==> src/rtl/mw_pkg.sv <==
// Package: shared types for the serial EEPROM model.
// Holds the command-decoder state type, the kind of self-timed operation
// and the two-bit opcode values seen after the start bit.
package mw_pkg;

    typedef enum logic [2:0] {
        ST_IDLE,
        ST_OPC,
        ST_ADDR,
        ST_DATA,
        ST_PEND,
        ST_READ,
        ST_SKIP
    } mw_state_t;

    typedef enum logic [1:0] {
        K_WRITE,
        K_ERASE,
        K_WRAL,
        K_ERAL
    } mw_kind_t;

    localparam logic [1:0] OP_EXT   = 2'b00;
    localparam logic [1:0] OP_WRITE = 2'b01;
    localparam logic [1:0] OP_READ  = 2'b10;
    localparam logic [1:0] OP_ERASE = 2'b11;

    localparam logic [1:0] SUB_DIS  = 2'b00;
    localparam logic [1:0] SUB_WRAL = 2'b01;
    localparam logic [1:0] SUB_ERAL = 2'b10;
    localparam logic [1:0] SUB_EN   = 2'b11;

endpackage

==> src/rtl/mw_sync.sv <==
// Module: mw_sync
// Brings the three bus pins into the clk domain through STAGES flops and
// derives the serial clock rising edge and the chip-select falling edge.
// Assumes the bus runs far slower than clk, so each pin level lasts for
// several clk periods.
module mw_sync #(
    parameter int STAGES = 2
) (
    input  logic clk,
    input  logic rst_n,
    input  logic cs,
    input  logic sk,
    input  logic di,
    output logic cs_lvl,
    output logic di_lvl,
    output logic sk_rise,
    output logic cs_fall
);

    logic [STAGES:0]   cs_p;
    logic [STAGES:0]   sk_p;
    logic [STAGES-1:0] di_p;

    // Shift the pins through the synchronizer chains.
    always_ff @(posedge clk) begin
        if (!rst_n) begin
            cs_p <= '0;
            sk_p <= '0;
            di_p <= '0;
        end else begin
            cs_p <= {cs_p[STAGES-1:0], cs};
            sk_p <= {sk_p[STAGES-1:0], sk};
            di_p <= {di_p[STAGES-2:0], di};
        end
    end

    assign cs_lvl  = cs_p[STAGES-1];
    assign di_lvl  = di_p[STAGES-1];
    assign sk_rise = sk_p[STAGES-1] & ~sk_p[STAGES];
    assign cs_fall = cs_p[STAGES] & ~cs_p[STAGES-1];

endmodule

==> src/rtl/mw_array.sv <==
// Module: mw_array
// Register storage of WORDS x DW bits plus the self-timed programming
// timer. A launch pulse latches the operation and holds busy high for
// PROG_CYCLES clocks. The array changes only in the last busy cycle.
// Assumes launch is never issued while busy (the decoder guarantees it).
module mw_array
    import mw_pkg::*;
#(
    parameter int WORDS       = 64,
    parameter int DW          = 16,
    parameter int PROG_CYCLES = 2000,
    localparam int AW = $clog2(WORDS),
    localparam int TW = $clog2(PROG_CYCLES + 1)
) (
    input  logic          clk,
    input  logic          rst_n,
    input  logic          launch_i,
    input  mw_kind_t      kind_i,
    input  logic [AW-1:0] addr_i,
    input  logic [DW-1:0] data_i,
    input  logic [AW-1:0] rd_addr_i,
    output logic [DW-1:0] rd_data_o,
    output logic          busy_o
);

    logic [DW-1:0] mem [WORDS];
    logic          busy_q;
    logic [TW-1:0] tmr_q;
    mw_kind_t      kind_q;
    logic [AW-1:0] addr_q;
    logic [DW-1:0] data_q;

    // Run the timer and commit the operation in its final cycle.
    always_ff @(posedge clk) begin
        if (!rst_n) begin
            busy_q <= 1'b0;
            tmr_q  <= '0;
            kind_q <= K_WRITE;
            addr_q <= '0;
            data_q <= '0;
            for (int i = 0; i < WORDS; i++) mem[i] <= '1;
        end else if (busy_q) begin
            if (tmr_q == '0) begin
                busy_q <= 1'b0;
                case (kind_q)
                    K_WRITE: mem[addr_q] <= data_q;
                    K_ERASE: mem[addr_q] <= '1;
                    K_WRAL:  for (int i = 0; i < WORDS; i++) mem[i] <= data_q;
                    K_ERAL:  for (int i = 0; i < WORDS; i++) mem[i] <= '1;
                    default: ;
                endcase
            end else begin
                tmr_q <= tmr_q - 1'b1;
            end
        end else if (launch_i) begin
            busy_q <= 1'b1;
            tmr_q  <= TW'(PROG_CYCLES - 1);
            kind_q <= kind_i;
            addr_q <= addr_i;
            data_q <= data_i;
        end
    end

    assign rd_data_o = mem[rd_addr_i];
    assign busy_o    = busy_q;

    // the decoder must never launch while a cycle runs.
    a_r12_no_launch_busy: assert property (@(posedge clk) disable iff (!rst_n)
        launch_i |-> !busy_q);

    // a launch makes the block busy in the next cycle.
    a_r6_busy_set: assert property (@(posedge clk) disable iff (!rst_n)
        launch_i |=> busy_q);

    // the cycle ends when the timer runs out.
    a_r6_busy_drop: assert property (@(posedge clk) disable iff (!rst_n)
        (busy_q && tmr_q == '0) |=> !busy_q);

    // storage only changes in the final cycle of a busy period.
    a_r5_mem_hold: assert property (@(posedge clk) disable iff (!rst_n)
        !(busy_q && tmr_q == '0) |=> $stable(mem[0]));

endmodule

==> src/rtl/mw_cmd.sv <==
// Module: mw_cmd
// Serial command decoder. It takes the start bit, the opcode, the address
// and the data on sampled serial clock rises. It keeps the write-enable
// latch, drives read data and busy status, and issues a launch pulse when
// chip select falls inside the window after a write-class frame.
// Assumes inputs come from mw_sync and that AW >= 2.
module mw_cmd
    import mw_pkg::*;
#(
    parameter int WORDS = 64,
    parameter int DW    = 16,
    localparam int AW = $clog2(WORDS),
    localparam int CW = $clog2(((DW > AW) ? DW : AW) + 1)
) (
    input  logic          clk,
    input  logic          rst_n,
    input  logic          cs_lvl,
    input  logic          di_lvl,
    input  logic          sk_rise,
    input  logic          cs_fall,
    input  logic          busy_i,
    input  logic [DW-1:0] rd_data_i,
    output logic [AW-1:0] rd_addr_o,
    output logic          launch_o,
    output mw_kind_t      kind_o,
    output logic [AW-1:0] addr_o,
    output logic [DW-1:0] data_o,
    output logic          out_en_o,
    output logic          out_bit_o
);

    mw_state_t     st_q;
    logic [1:0]    op_q;
    logic [CW-1:0] cnt_q;
    logic [AW-1:0] addr_q;
    logic [DW-1:0] data_q;
    logic [DW-1:0] shr_q;
    mw_kind_t      kind_q;
    logic          wen_q;
    logic          stat_q;
    logic          launch_q;
    logic [AW-1:0] addr_nxt;
    logic [1:0]    sub_nxt;

    assign addr_nxt  = {addr_q[AW-2:0], di_lvl};
    assign sub_nxt   = addr_nxt[AW-1:AW-2];
    assign rd_addr_o = addr_nxt;

    // Frame decoder, enable latch, status flag and launch pulse.
    always_ff @(posedge clk) begin
        if (!rst_n) begin
            st_q     <= ST_IDLE;
            op_q     <= '0;
            cnt_q    <= '0;
            addr_q   <= '0;
            data_q   <= '0;
            shr_q    <= '0;
            kind_q   <= K_WRITE;
            wen_q    <= 1'b0;
            stat_q   <= 1'b0;
            launch_q <= 1'b0;
        end else begin
            launch_q <= 1'b0;
            if (!cs_lvl) begin
                if (cs_fall && st_q == ST_PEND && !sk_rise && !busy_i && wen_q) begin
                    launch_q <= 1'b1;
                    stat_q   <= 1'b1;
                end
                st_q <= ST_IDLE;
            end else if (sk_rise) begin
                case (st_q)
                    ST_IDLE: begin
                        if (di_lvl) begin
                            if (busy_i) begin
                                st_q <= ST_SKIP;
                            end else begin
                                st_q   <= ST_OPC;
                                cnt_q  <= '0;
                                stat_q <= 1'b0;
                            end
                        end
                    end
                    ST_OPC: begin
                        op_q  <= {op_q[0], di_lvl};
                        cnt_q <= cnt_q + 1'b1;
                        if (cnt_q == CW'(1)) begin
                            st_q  <= ST_ADDR;
                            cnt_q <= '0;
                        end
                    end
                    ST_ADDR: begin
                        addr_q <= addr_nxt;
                        cnt_q  <= cnt_q + 1'b1;
                        if (cnt_q == CW'(AW - 1)) begin
                            cnt_q <= '0;
                            case (op_q)
                                OP_READ: begin
                                    st_q  <= ST_READ;
                                    shr_q <= rd_data_i;
                                end
                                OP_WRITE: begin
                                    st_q   <= ST_DATA;
                                    kind_q <= K_WRITE;
                                end
                                OP_ERASE: begin
                                    st_q   <= ST_PEND;
                                    kind_q <= K_ERASE;
                                end
                                default: begin
                                    case (sub_nxt)
                                        SUB_EN:   begin wen_q <= 1'b1; st_q <= ST_SKIP; end
                                        SUB_DIS:  begin wen_q <= 1'b0; st_q <= ST_SKIP; end
                                        SUB_ERAL: begin kind_q <= K_ERAL; st_q <= ST_PEND; end
                                        default:  begin kind_q <= K_WRAL; st_q <= ST_DATA; end
                                    endcase
                                end
                            endcase
                        end
                    end
                    ST_DATA: begin
                        data_q <= {data_q[DW-2:0], di_lvl};
                        cnt_q  <= cnt_q + 1'b1;
                        if (cnt_q == CW'(DW - 1)) st_q <= ST_PEND;
                    end
                    ST_PEND: st_q <= ST_SKIP;
                    ST_READ: begin
                        if (cnt_q == '0) begin
                            cnt_q <= CW'(1);
                        end else if (cnt_q == CW'(DW)) begin
                            st_q <= ST_SKIP;
                        end else begin
                            shr_q <= {shr_q[DW-2:0], 1'b0};
                            cnt_q <= cnt_q + 1'b1;
                        end
                    end
                    default: ;
                endcase
            end
        end
    end

    // Pick what the data-out pin shows: read bits or busy status.
    always_comb begin
        out_en_o  = 1'b0;
        out_bit_o = 1'b0;
        if (st_q == ST_READ) begin
            out_en_o  = 1'b1;
            out_bit_o = (cnt_q == '0) ? 1'b0 : shr_q[DW-1];
        end else if (stat_q && (st_q == ST_IDLE || st_q == ST_SKIP)) begin
            out_en_o  = 1'b1;
            out_bit_o = !busy_i;
        end
    end

    assign launch_o = launch_q;
    assign kind_o   = kind_q;
    assign addr_o   = addr_q;
    assign data_o   = data_q;

    // the enable latch only drops after an address-phase decision.
    a_r3_wen_sticky: assert property (@(posedge clk) disable iff (!rst_n)
        wen_q |=> (wen_q || $past(st_q) == ST_ADDR));

    // a launch never follows a frame while the latch is clear.
    a_r2_launch_needs_wen: assert property (@(posedge clk) disable iff (!rst_n)
        launch_q |-> $past(wen_q));

    // the read bit counter never runs past the word.
    a_r4_read_count: assert property (@(posedge clk) disable iff (!rst_n)
        (st_q == ST_READ) |-> (cnt_q <= CW'(DW)));

endmodule

==> src/rtl/mw_eeprom.sv <==
// Module: mw_eeprom (top)
// Serial EEPROM slave: synchronizer, command decoder and storage with a
// self-timed programming timer. Data out is a value plus an enable that
// is gated by the raw chip-select pin, so the output goes high impedance
// as soon as the host deselects.
// Assumes clk is many times faster than the serial clock.
module mw_eeprom
    import mw_pkg::*;
#(
    parameter int WORDS       = 64,
    parameter int DW          = 16,
    parameter int PROG_CYCLES = 2000,
    parameter int SYNC_STAGES = 2
) (
    input  logic clk,
    input  logic rst_n,
    input  logic cs,
    input  logic sk,
    input  logic di,
    output logic so_data,
    output logic so_oe
);

    localparam int AW = $clog2(WORDS);

    logic          cs_lvl, di_lvl, sk_rise, cs_fall;
    logic          busy, launch, out_en, out_bit;
    mw_kind_t      kind;
    logic [AW-1:0] op_addr, rd_addr;
    logic [DW-1:0] op_data, rd_data;

    mw_sync #(.STAGES(SYNC_STAGES)) u_sync (
        .clk(clk), .rst_n(rst_n), .cs(cs), .sk(sk), .di(di),
        .cs_lvl(cs_lvl), .di_lvl(di_lvl), .sk_rise(sk_rise), .cs_fall(cs_fall)
    );

    mw_cmd #(.WORDS(WORDS), .DW(DW)) u_cmd (
        .clk(clk), .rst_n(rst_n), .cs_lvl(cs_lvl), .di_lvl(di_lvl),
        .sk_rise(sk_rise), .cs_fall(cs_fall), .busy_i(busy),
        .rd_data_i(rd_data), .rd_addr_o(rd_addr), .launch_o(launch),
        .kind_o(kind), .addr_o(op_addr), .data_o(op_data),
        .out_en_o(out_en), .out_bit_o(out_bit)
    );

    mw_array #(.WORDS(WORDS), .DW(DW), .PROG_CYCLES(PROG_CYCLES)) u_array (
        .clk(clk), .rst_n(rst_n), .launch_i(launch), .kind_i(kind),
        .addr_i(op_addr), .data_i(op_data), .rd_addr_i(rd_addr),
        .rd_data_o(rd_data), .busy_o(busy)
    );

    assign so_oe   = cs & out_en;
    assign so_data = out_bit;

endmodule

==> config.mk <==
export PLATFORM = sky130hd
export DESIGN_NAME = mw_eeprom
export DESIGN_NICKNAME = d
export VERILOG_FILES = /design/src/rtl/mw_pkg.sv /design/src/rtl/mw_sync.sv /design/src/rtl/mw_array.sv /design/src/rtl/mw_cmd.sv /design/src/rtl/mw_eeprom.sv
export SDC_FILE = /design/constraint.sdc
export NUM_CORES = 2
export LEC_CHECK = 0
export ABC_AREA = 0
export BUFFER_PORTS_ARGS = -buffer_cell sky130_fd_sc_hd__buf_2
export CAP_MARGIN = 20
export CORE_UTILIZATION = 30
export DETAILED_ROUTE_END_ITERATION = 8
export SYNTH_ARGS = -nofsm -noshare
export SYNTH_HDL_FRONTEND = slang
export SYNTH_SLANG_ARGS = --single-unit
==> constraint.sdc <==
create_clock -name clk -period 4.82 [get_ports clk]
set_input_delay 0.723 -clock clk [delete_from_list [all_inputs] [get_ports clk]]
set_output_delay 0.723 -clock clk [all_outputs]
set_load 0.01 [all_outputs]
* Word-level counts from Yosys, hierarchy flattened
Memories as Yosys holds them, arrays and structs flattened. Index checks and enable logic that the tools add are counted.
Word-level totals: register bits after elaboration 97, memory bits (writable) 1024, bits of input ports 5, output and inout port bits 2, memories 1
Memories:
- u_array.mem | depth 64, bits a word 16, rd ports 1, clocked after memory_dff 0, wr ports 64, line mw_array.sv:26 | logic [DW-1:0] mem [WORDS];
Operators by class: add/subtract/negate cells 2, equal/unequal tests 34, muxes and demuxes 196, bitwise logic cells 138, reduce and logical (&&, ||, !) cells 35
Operators with widths (count):
- $mux W16 | 134
- $or A1 B1 Y1 | 129
- $mux W1 | 37
- $mux W11 | 3
- $pmux W16 S2 | 1
- $mux W5 | 6
- $pmux W5 S5 | 1
- $mux W3 | 7
- $pmux W3 S6 | 1
- $reduce_and A6 Y1 | 3
- $reduce_or A16 Y1 | 1
- $ne A2 B1 Y1 const B | 7
- $ne A2 B2 Y1 const B | 7
- $eq A2 B2 Y1 const B | 6
- $logic_not A11 Y1 | 1
- $sub A11 B1 Y11 const B | 1
- $eq A3 B3 Y1 const B | 3
- $pmux W3 S3 | 1
- $reduce_and A3 Y1 | 3
- $reduce_and A8 Y1 | 1
- $reduce_bool A2 Y1 | 4
- $reduce_and A7 Y1 | 1
- $eq A3 B2 Y1 const B | 2
- $mux W6 | 1
- 27 further kinds | 44

* Depth between registers and ports, before layout
depth in word-level cells 9, mapped depth 12, mapped depth without buffers 8

* Cells and area by module
From an unflattened synthesis, not the netlist that was laid out.
Unflattened totals: cells, all modules 4260, area, all modules 53568.9 µm²
Modules (own cells, without submodules):
- mw_array | instances 1, cells each 3923, area an instance 50574.8 µm², seq. area each 31470.2 µm²
- mw_cmd | instances 1, cells each 318, area an instance 2765.2 µm², seq. area each 1061.0 µm²
- mw_sync | instances 1, cells each 18, area an instance 222.7 µm², seq. area each 160.2 µm²
- mw_eeprom | instances 1, cells each 1, area an instance 6.3 µm², seq. area each 0.0 µm²

* Worst setup path before layout
Ideal clock, no wire load.
path type flip-flop to flip-flop, from reg u_array.tmr_q[6], to mem u_array.mem[22][0] (enable), library setup time 0.411 ns, arrival time 3.224 ns, data required time 4.409 ns, path slack 1.185 ns, stages on the path, launching flop included 8, path through dfxtp_1 -> or4_1 -> clkbuf_1 -> or3_4 -> nor4_4 -> nand3_1 -> buf_2 -> o21ai_0
RTL lines:
- start, declared | line mw_array.sv:28 | logic [TW-1:0] tmr_q;
- start signal, assigned | line mw_array.sv:53 | tmr_q <= tmr_q - 1'b1;
- start signal, assigned | line mw_array.sv:57 | tmr_q <= TW'(PROG_CYCLES - 1);
- end, declared | line mw_array.sv:26

==> metrics.txt <==
Area growth, synth to finish 13.1%; gr usage total 18.5%; hpwl dp 103000 um; multi-input logic area between 15000 and 20000 sq um; Yosys reg bits between 1000 and 1500; WL final 170000 um; clock tree buffer depth 3; detailed-route DRC error count 0; Worst Path Arrival 4210 ps; Layout Skew about 33 ps; First-pass DRT Iterations 8; RePlAce Congestion 0.874; Die H 423 um; CTS Buf Count 119; dominant cells by area after synthesis edfxtp_1, mux4_2, a21oi_1; fraction of registers with async set or reset after synthesis 0%; Clock Pin Slew Worst Setup and Hold Paths ~60 ps; R2R Setup Slk slightly above 900 ps; Routed wire per std cell 25.8 um; Synth top area share between 50% and 60%; leakage around 19 nW; area leader, netlist edfxtp_1; outcome finished, final reports clean; total power 21.7 mW; final critical-path required period 3890 ps; Die W 423 um; post_cts resized 0; DIE AREA approximately 180000 sq um; Setup TNS Final 0 ps; P per Cell Area 361 nW/um^2; register area 32700 sq um; post-DR vias/cell around 5.6; Synth Area per Inst 12.4 sq um; Via Count roughly 37000; CTS Hold Buffers Added 0; FILL cells ~17000; Std-Cell Rows roughly 150; Syn Nets 4298; Period Utilization, post-route 80.6%; GR Overflow Total 0; number of setup violations in the final report 0; Hold WS 213 ps; endpoints failing hold 0; synth warn 0; Slew Limit Fails 0; hold endpoint u_sync.sk_p[0]; CP Class reg2reg; FF-to-FF End u_array.mem[22][7]; CP Capture Type flip-flop; Hold Startpoint sk; Core ar. around 180000 sq um; first-pass GRT wire length about 250000 um; largest net degree at the start of global routing 94; CTS tree yes; Final Net Count 4158; Starting Density 30.2%; unrepaired setup endpoints after global routing no; initial antenna violation count 3; # IOs 7; root buf cell clkbuf_16; worst r2r path cells 6; clk sinks 1121; Max Freq roughly 260 MHz; placement-stage cell area 56100 sq um; H-Tree Level Count 3; Yosys cell types 65; Hold Path Class in2reg; max cap viols 0; peak supply drop 295 uV; Worst setup SP type flip-flop; sequential-to-total area share from yosys stat 61.4%; DRT iter0 DRCs 4974; mapped cell area ~53000 sq um; Mapped Cells roughly 4300; Clock Latency Late Sink 720 ps; post-CTS setup repair buffer count 0; Routed Antenna Nets 0; Post-synth top flop edfxtp_1; share of cells above drive strength 1 18.9%; worst hold path depth 2; Slew headroom 21.9%; final instance area 60200 sq um; Worst EP required approximately 5100 ps; Slew @ Worst Pin approximately 1200 ps; worst r2r src u_array.tmr_q[6]; number of synthesized flops with an enable pin around 1000; maximum fanout along the worst path 16; number of global-route vias before repair around 35000; IO buf count 6
-- worst max-delay path, cell delays in order (launching register included) --
cell	delay, ps
dfxtp_1	350
or4_1	670
or3_4	490
nor4_4	330
nand3_1	410
buf_4	360
o21ai_2	840
-- worst max-delay path by stage --
| stage | end | slack (ps) | startpoint |
|---|---|---|---|
| final | u_array.mem[22][7] | 930 | u_array.tmr_q[6] |
| after global routing | u_array.mem[22][7] | 840 | u_array.tmr_q[6] |
| after CTS | u_array.mem[22][6] | 950 | u_array.tmr_q[6] |
| after detailed placement | u_array.mem[0][14] | 960 | rst_n |
| after global placement | u_array.mem[15][14] | 1060 | rst_n |
| after floorplan | u_array.mem[22][0] | 1190 | u_array.tmr_q[6] |
-- registers in the layout, summed over array words and instances (netlist names) --
name,count
u_cmd.kind_o,2
u_array.data_q,16
u_cmd.st_q,3
u_sync.sk_p,3
u_cmd.wen_q,1
u_cmd.op_q,2
u_array.kind_q,2
u_cmd.addr_o,6
u_array.busy_o,1
u_sync.cs_p,3
u_cmd.shr_q,16
u_array.addr_q,6
u_cmd.cnt_q,5
u_cmd.stat_q,1
u_array.tmr_q,11
u_cmd.data_o,16
u_array.mem,1024
u_sync.di_p,2
u_cmd.launch_o,1
-- area by class of cell --
cell class | instances | area share (%)
Antenna cell | 1 | 0.00416
Clock buffer | 161 | 5.48
Clock inverter | 64 | 1.09
Inverter | 19 | 0.118
Multi-Input combinational cell | 2659 | 31.1
Sequential cell | 1121 | 54.3
Tap cell | 2340 | 4.86
Timing Repair Buffer | 219 | 3.06
-- cell families (layout without fill, tap and decap cells) --
kind of cell / Yosys count / in the layout / share of synthesized area (%)
fa+ha+maj: 14 / 14 / 0.329
buf+inv: 499 / 463 / 4.23
other cells: 0 / 1 / 0
xor+xnor: 8 / 8 / 0.132
mux: 363 / 363 / 12.9
flops: 1121 / 1121 / 61.4
compound gates: 1320 / 1320 / 13.3
simple gates: 954 / 954 / 7.71
-- per-stage QoR --
step	utilization [%]	setup WS [ps]	cells
after floorplan	-	1190	4279
after global placement	31.8	1060	6348
after detailed placement	31.8	965	6352
after CTS	34.1	952	6577
after global routing	34.2	837	6583
final	34.2	933	6584
-- cells in the mapped netlist (8+ instances only) --
cell type,instances
or2_2,16
mux2_2,16
a31oi_1,11
nor3_1,8
nor2b_1,17
o211ai_1,11
ha_1,14
buf_4,20
buf_2,239
clkbuf_1,202
a221oi_1,10
inv_1,17
a21boi_0,56
nor2_2,21
a22oi_1,9
a211oi_1,12
nand3b_1,8
nor2_4,8
and2_1,12
buf_1,18
nand3_1,44
nand4_1,11
nor2_1,582
a21oi_1,1059
and3_1,17
mux4_2,257
o21ai_0,87
mux2i_1,90
nand2_1,175
edfxtp_1,1024
o2111ai_1,16
o22ai_1,9
dfxtp_1,97
a32oi_1,8
-- power by group --
part           leakage (nW)  switching, mW  internal [mW]  total, mW
sequential             11.0          0.134           11.1       11.2
clock                  1.93           3.89           5.47       9.37
combinational          6.26          0.690          0.451       1.14
total                  19.2           4.72           17.0       21.7
-- cell usage in the layout, fill, tap and decap left out, types with 14 or more instances in the layout --
cell type | Yosys | final
a21oi_1 | 1059 | 1059
edfxtp_1 | 1024 | 1024
nor2_1 | 582 | 537
mux4_2 | 257 | 257
buf_4 | 20 | 195
nand2_1 | 175 | 175
clkbuf_16 | 0 | 123
dfxtp_1 | 97 | 93
mux2i_1 | 90 | 90
a21boi_0 | 56 | 56
nand3_1 | 44 | 44
nor2_4 | 8 | 39
nor2_2 | 21 | 35
o21ai_2 | 1 | 34
o21ai_1 | 2 | 33
clkbuf_1 | 202 | 30
o21ai_0 | 87 | 23
clkinv_1 | 0 | 22
clkinv_2 | 0 | 19
inv_1 | 17 | 17
and3_1 | 17 | 17
nor2b_1 | 17 | 16
or2_2 | 16 | 16
o2111ai_1 | 16 | 16
mux2_2 | 16 | 16
ha_1 | 14 | 14
-- routing by layer --
layer  global-route usage (%)  up-vias  wire length [um]
met1                     25.0    18600             66400
li1                         -    15800                 -
met3                     3.65      321             17700
met2                     29.2     2081             79100
met4                     7.02        4              6730
met5                        0        -                27
No activity file was read; power rests on OpenSTA's default activity.
